<file path="config.mk">
export PLATFORM = sky130hd
export DESIGN_NAME = serial_reg_port
export DESIGN_NICKNAME = d
export VERILOG_FILES = /design/src/rtl/sreg_pkg.sv /design/src/rtl/sreg_shifter.sv /design/src/rtl/sreg_bank.sv /design/src/rtl/sreg_serializer.sv /design/src/rtl/serial_reg_port.sv
export SDC_FILE = /design/constraint.sdc
export NUM_CORES = 2
export LEC_CHECK = 0
export BUFFER_PORTS_ARGS = -buffer_cell sky130_fd_sc_hd__buf_2
export CELL_PAD_IN_SITES_DETAIL_PLACEMENT = 1
export CELL_PAD_IN_SITES_GLOBAL_PLACEMENT = 2
export CORE_MARGIN = 3
export CORE_UTILIZATION = 28
export DETAILED_ROUTE_END_ITERATION = 12
export PLACE_DENSITY_LB_ADDON = 0.1
export SLEW_MARGIN = 40
export SYNTH_ARGS = -nofsm -noshare
export SYNTH_HDL_FRONTEND = slang
export SYNTH_SLANG_ARGS = --single-unit
</file>
<file path="constraint.sdc">
create_clock -name clk -period 3.2 [get_ports clk]
set_clock_uncertainty 0.15 [all_clocks]
set_input_delay 0.64 -clock clk [delete_from_list [all_inputs] [get_ports clk]]
set_output_delay 0.64 -clock clk [all_outputs]
set_load 0.03 [all_outputs]
</file>
<file path="src/rtl/sreg_pkg.sv">
package sreg_pkg;

    localparam int CMD_W = 2;

    typedef enum logic [CMD_W-1:0] {
        OP_IDLE_LO = 2'b00,
        OP_WRITE   = 2'b01,
        OP_READ    = 2'b10,
        OP_IDLE_HI = 2'b11
    } op_e;

endpackage

</file>
<file path="src/rtl/sreg_shifter.sv">
module sreg_shifter
    import sreg_pkg::*;
#(
    parameter int DATA_W = 8,
    parameter int ADDR_W = 8,
    parameter int LANE_W = 2
) (
    input  logic              clk,
    input  logic              rst_n,
    input  logic [LANE_W-1:0] sdi,
    input  logic              strobe,
    output logic [ADDR_W-1:0] pf_addr,
    output logic [DATA_W-1:0] fr_data,
    output logic              fr_write,
    output logic              fr_read,
    output logic              fr_other
);

    localparam int HIST_W = DATA_W + ADDR_W + CMD_W;

    typedef struct packed {
        logic [HIST_W-1:0] hist;
    } shf_t;

    shf_t              st_d, st_q;
    logic [HIST_W-1:0] frame;
    op_e               op;

    always_comb begin
        frame     = {st_q.hist[HIST_W-LANE_W-1:0], sdi};
        st_d.hist = frame;
        op        = op_e'(frame[CMD_W-1:0]);
        fr_data   = frame[CMD_W+ADDR_W +: DATA_W];
        fr_write  = strobe && (op == OP_WRITE);
        fr_read   = strobe && (op == OP_READ);
        fr_other  = strobe && (op != OP_READ);
    end

    // Prefetch path: when the command fits in one clock, the address is
    // fully held by the register and the read mux settles a whole period early.
    generate
        if (CMD_W == LANE_W) begin : g_fast_pf
            assign pf_addr = st_q.hist[ADDR_W-1:0];
        end else begin : g_slow_pf
            assign pf_addr = frame[CMD_W +: ADDR_W];
        end
    endgenerate

    always_ff @(posedge clk or negedge rst_n) begin
        if (!rst_n) st_q <= '0;
        else        st_q <= st_d;
    end

    // each edge ages the previous pair by one lane slot
    a_r1_pair_ages: assert property (@(posedge clk) disable iff (!rst_n)
        st_q.hist[2*LANE_W-1:LANE_W] == $past(st_q.hist[LANE_W-1:0]));

endmodule

</file>
<file path="src/rtl/sreg_bank.sv">
module sreg_bank #(
    parameter int DATA_W = 8,
    parameter int ADDR_W = 8
) (
    input  logic              clk,
    input  logic              rst_n,
    input  logic              we,
    input  logic [ADDR_W-1:0] addr,
    input  logic [DATA_W-1:0] wdata,
    output logic [DATA_W-1:0] rdata
);

    localparam int DEPTH = 1 << ADDR_W;

    logic [DATA_W-1:0] mem_d [DEPTH];
    logic [DATA_W-1:0] mem_q [DEPTH];

    always_comb begin
        mem_d = mem_q;
        if (we) mem_d[addr] = wdata;
    end

    always_ff @(posedge clk or negedge rst_n) begin
        if (!rst_n) begin
            for (int i = 0; i < DEPTH; i++) mem_q[i] <= '0;
        end else begin
            mem_q <= mem_d;
        end
    end

    assign rdata = mem_q[addr];

    // a write is visible at its address one edge later
    a_r3_write_lands: assert property (@(posedge clk) disable iff (!rst_n)
        we |=> mem_q[$past(addr)] == $past(wdata));

    // without a write the addressed entry keeps its value
    a_r6_entry_quiet: assert property (@(posedge clk) disable iff (!rst_n)
        !we |=> mem_q[$past(addr)] == $past(rdata));

endmodule

</file>
<file path="src/rtl/sreg_serializer.sv">
module sreg_serializer #(
    parameter int DATA_W = 8
) (
    input  logic              clk,
    input  logic              rst_n,
    input  logic              load,
    input  logic              stop,
    input  logic [DATA_W-1:0] word,
    output logic              sdo
);

    localparam int CNT_W = $clog2(DATA_W + 1);
    localparam logic [CNT_W-1:0] FULL = CNT_W'(DATA_W);

    typedef struct packed {
        logic [CNT_W-1:0]  left;
        logic [DATA_W-1:0] sr;
    } ser_t;

    ser_t st_d, st_q;
    logic sdo_d, sdo_q;

    always_comb begin
        st_d = st_q;
        if (load) begin
            st_d.left = FULL;
            st_d.sr   = word;
        end else if (stop) begin
            st_d.left = '0;
        end else if (st_q.left != '0) begin
            st_d.left = st_q.left - 1'b1;
            st_d.sr   = {st_q.sr[DATA_W-2:0], 1'b0};
        end
        sdo_d = (st_q.left != '0) ? st_q.sr[DATA_W-1] : 1'b0;
    end

    always_ff @(posedge clk or negedge rst_n) begin
        if (!rst_n) st_q <= '0;
        else        st_q <= st_d;
    end

    // Output launched half a period after the strobe edge
    always_ff @(negedge clk or negedge rst_n) begin
        if (!rst_n) sdo_q <= 1'b0;
        else        sdo_q <= sdo_d;
    end

    assign sdo = sdo_q;

    // a read strobe arms a full word
    a_r4_arm_full: assert property (@(posedge clk) disable iff (!rst_n)
        load |=> st_q.left == FULL);

    // one bit consumed per clock while sending
    a_r4_count_down: assert property (@(posedge clk) disable iff (!rst_n)
        (!load && !stop && st_q.left != '0) |=> st_q.left == $past(st_q.left) - 1'b1);

    // budget never exceeds one word
    a_r4_budget_cap: assert property (@(posedge clk) disable iff (!rst_n)
        st_q.left <= FULL);

    // a non-read strobe ends any read in flight
    a_r9_abort_clears: assert property (@(posedge clk) disable iff (!rst_n)
        stop |=> st_q.left == '0);

    // line is low whenever nothing remains to send
    a_r5_idle_low: assert property (@(posedge clk) disable iff (!rst_n)
        (st_q.left == '0) |-> !sdo_q);

endmodule

</file>
<file path="src/rtl/serial_reg_port.sv">
module serial_reg_port
    import sreg_pkg::*;
#(
    parameter int DATA_W = 8,
    parameter int ADDR_W = 8,
    parameter int LANE_W = 2
) (
    input  logic              clk,
    input  logic              rst_n,
    input  logic [LANE_W-1:0] sdi,
    input  logic              strobe,
    output logic              sdo
);

    logic [ADDR_W-1:0] pf_addr;
    logic [DATA_W-1:0] fr_data;
    logic [DATA_W-1:0] rd_word;
    logic              fr_write;
    logic              fr_read;
    logic              fr_other;

    sreg_shifter #(
        .DATA_W (DATA_W),
        .ADDR_W (ADDR_W),
        .LANE_W (LANE_W)
    ) u_shift (
        .clk      (clk),
        .rst_n    (rst_n),
        .sdi      (sdi),
        .strobe   (strobe),
        .pf_addr  (pf_addr),
        .fr_data  (fr_data),
        .fr_write (fr_write),
        .fr_read  (fr_read),
        .fr_other (fr_other)
    );

    sreg_bank #(
        .DATA_W (DATA_W),
        .ADDR_W (ADDR_W)
    ) u_bank (
        .clk   (clk),
        .rst_n (rst_n),
        .we    (fr_write),
        .addr  (pf_addr),
        .wdata (fr_data),
        .rdata (rd_word)
    );

    sreg_serializer #(
        .DATA_W (DATA_W)
    ) u_ser (
        .clk   (clk),
        .rst_n (rst_n),
        .load  (fr_read),
        .stop  (fr_other),
        .word  (rd_word),
        .sdo   (sdo)
    );

    // a strobe decodes to exactly one kind of action
    a_r2_one_action: assert property (@(posedge clk) disable iff (!rst_n)
        $onehot0({fr_write, fr_read}));

endmodule

</file>
==> flow_summary.rst <==
.. list-table::
   :header-rows: 1

   * - Metric
     - Value
   * - Sequential share of power
     - between 40% and 50%
   * - Worst endpoint data arrival time
     - roughly 3.3 ns
   * - Number of antenna violations at the first check in global routing
     - 14
   * - Total GRT Usage
     - 19.6%
   * - Die Footprint
     - about 0.35 mm2
   * - Total CTS buffers
     - 245
   * - Worst Path Max Fanout
     - 1
   * - Post-synthesis instance area
     - about 0.095 mm2
   * - Leading cell types in the layout, fill and taps excluded
     - dfrtp_1 (2,061), mux2_2 (2,031), buf_4 (635), mux2i_1 (361), mux4_2 (346)
   * - Failing checks
     - negative setup slack
   * - Via count of the first global-routing pass
     - 64,100
   * - Routability congestion estimate from global placement
     - between 0.8 and 0.9
   * - Cell at the slowest stage of the critical path
     - dfrtn_1
   * - Static Leak
     - around 56 nW
   * - TritonCTS clock tree
     - built
   * - Fraction of layout instances using a drive strength above 1
     - between 50 and 60%
   * - Count of vias placed by the detailed router
     - 58,200
   * - Initial core utilization
     - around 28%
   * - Required time at the worst-slack endpoint
     - ~2.4 ns
   * - Post-Place Worst Slack
     - -0.636 ns
   * - H-tree depth
     - 4
   * - Type of element launching the critical path
     - flop
   * - Setup repair after global routing missed its margin
     - true
   * - Sw Share
     - about a quarter
   * - Number of sinks on the clock net
     - slightly above 2,000
   * - Top FF cell, synth
     - dfrtp_1
   * - Flop and latch count out of synthesis
     - about 2,100
   * - Die boundary width
     - around 590 um
   * - CP Buf/Inv Count
     - 1
   * - Peak supply drop
     - roughly 530 uV
   * - Run status
     - finished, violations left
   * - Synthesized netlist net count
     - approximately 6,300
   * - NumNets Final
     - 7,010
   * - EDFF count, synth
     - 0
   * - Worst-skew pair later-pin latency
     - ~0.94 ns
   * - Sw power
     - 14.7 mW
   * - Drc violations
     - 0
   * - Hold/Removal Path Class
     - flop to flop
   * - Core area
     - 0.338 mm2
   * - Critical path capture point type
     - output pin
   * - Detail Placement HPWL
     - about 240 mm
   * - Cell chosen for the clock root
     - clkbuf_16
   * - Part of the total power dissipated in the clock network
     - between 40% and 50%
   * - Initial drt markers
     - ~2,600
   * - Largest buffer count on any clock path
     - 4
   * - Yosys warning total
     - 0
   * - Post-Syn Area per Cell
     - between 15 and 20 um2
   * - Kind of critical path
     - flop to output pin
   * - Post-detailed-route count of antenna-violating nets
     - 0
   * - Total setup violations reported at the end of the flow
     - 1
   * - Number of buffers inserted by port buffering
     - 5
   * - Async set or reset register ratio after synthesis
     - 100%
   * - Fraction of power consumed by combinational cells
     - just under 7%
   * - Relative slew slack
     - a little over two fifths
   * - Transition at the pin with the smallest max-transition slack
     - 0.842 ns
   * - Final critical-path setup slack
     - -0.859 ns
   * - Worst path max stage delay
     - approximately 0.60 ns
   * - Post-layout power
     - approximately 60 mW
   * - Leading cell type in the layout, fill and taps excluded
     - dfrtp_1
   * - Gate count of the mapped netlist
     - roughly 6,300
   * - Die outline height
     - 589 um
   * - Post-synthesis to final-layout area growth
     - 23.5%
   * - Power per standard cell area
     - 507 mW/mm2
   * - Final routed wire length divided by cell count
     - 29.4 um
   * - Cell-internal power
     - 44.9 mW
   * - Instance area after placement
     - 0.109 mm2
   * - Count of endpoints failing hold in the final timing report
     - 0
   * - Remaining global-route overflow
     - 0
   * - Fin Hold WS
     - roughly 0.34 ns
   * - Number of placement rows
     - 213
   * - Maximum number of pins on one net before global-route repair
     - ~150
   * - Cell variety after synth
     - 66
   * - Total length of routed wires
     - between 300 and 400 mm
   * - Summed area of non-filler cells in the final layout
     - approximately 0.12 mm2
   * - Final max-slew violation count
     - 0
   * - CP delay by family, top
     - flip-flops
   * - Via density
     - approximately 5.0
   * - Count of boundary I/O pins
     - 6
   * - Clock edge transition at the registers on the reported setup and hold paths
     - ~0.06 ns
   * - First-pass GRT wire length
     - between 400 and 500 mm
   * - Register area share after synthesis
     - 54.6%
   * - Cells along the critical path
     - buf_6
   * - Number of maximum-capacitance constraint violations
     - 0
   * - Detailed-router iteration count before antenna repair
     - 5
[routing by layer]
metal	up-vias	track usage, %	part of all wire, %
met4	0	4.77	2.4
met5	-	0	0
li1	25000	-	-
met2	683	33.4	49
met1	32100	26.6	46
met3	386	2.05	2.6
[sequential cells by signal, summed over array words and instances (netlist names)]
register,cells
u_ser.sdo,1
u_ser.st_q,12
u_shift.st_q,16
u_bank.mem_q,2048
[worst paths after layout]
kind	start	to	slack, ns	depth (start not counted)
min in group asynchronous	rst_n	u_bank.mem_q[1249]	0.35	3
max in group asynchronous	rst_n	u_ser.sdo	0.93	2
setup / recovery	u_ser.sdo	sdo	-0.86	1
setup reg to reg	u_shift.st_q[1]	u_bank.mem_q[1463]	0.03	11
hold / removal	u_bank.mem_q[793]	u_bank.mem_q[793]	0.34	1
hold reg to reg	u_bank.mem_q[793]	u_bank.mem_q[793]	0.34	1
[layout make-up]
class	instances	area, um2
fill	34400	220000
tap	4515	5650
clock buffer	370	7210
sequential	2077	52000
antenna	5	12.5
multi-input combinational	3749	41400
inverter	11	50.0
clock inverter	64	835
timing repair buffer	919	10400
[synth_stat cells (3+ instances only)]
cell type	instances	area, um2
a32oi_1	3	26.3
mux2i_1	369	3690
nor2_2	37	231
xnor2_1	3	26.3
a21oi_1	28	140
a22oi_1	119	893
nor3_4	8	130
nor2_4	39	439
a221o_1	6	60.1
mux2_1	23	259
o211ai_1	9	67.6
and3_1	8	50.1
nand2b_1	12	75.1
and2_1	4	25.0
dfrtp_1	2076	51900
a22o_1	10	87.6
inv_1	9	33.8
a41oi_1	3	26.3
a221oi_1	45	394
o21ai_0	44	220
mux2_2	2031	22900
a31oi_1	11	68.8
and4_1	3	26.3
nand2_1	193	724
or3_1	8	50.1
nor3_1	16	80.1
nor2_1	49	184
mux4_2	346	7790
nand4_1	23	144
nand2_2	41	257
nor4_1	29	181
buf_2	79	395
nor3_2	23	230
a311oi_1	6	52.6
buf_1	24	90.1
o22ai_1	101	632
nor2b_1	19	119
clkbuf_1	285	1070
buf_6	30	338
a211oi_1	5	37.5
nand3_1	38	190
or2_2	7	43.8
nor4_4	6	128
buf_4	64	480
[what timing repair did]
action,in CTS,in global routing
endpoints found under the hold margin,691,0
cloned,5,3
buffers inserted,10,13
hold buffers,5,0
pin swaps,5,7
gates resized for setup,54,50
setup endpoints to repair,9,15
[power groups by stage]
stage                     Sequential [mW]  Clock (mW)  Combinational (mW)
after floorplan                      27.3           0                1.88
after global placement               27.5           0                4.01
after CTS                            27.0        29.6                4.17
after global routing                 27.1        30.7                4.46
after detailed placement             27.5           0                4.09
final                                27.0        28.5                4.12
[cell families after synthesis]
family / count (synthesis) / synth area share, %
flops: 2077 / 54.6
compound gates: 401 / 2.94
xor+xnor: 3 / 0.0276
simple gates: 574 / 3.58
fa+ha+maj: 2 / 0.0263
mux: 2769 / 36.3
buf+inv: 493 / 2.53
[stage by stage]
step	utilization (%)	setup TNS, ns	cells
after floorplan	-	0	6319
final	34.8	-0.859	11700
after global placement	32.1	-4.78	11200
after global routing	34.8	-0.987	11700
after CTS	34.7	-0.959	11700
after detailed placement	32.1	-4.53	11200
(Power assumes the default switching activity.)
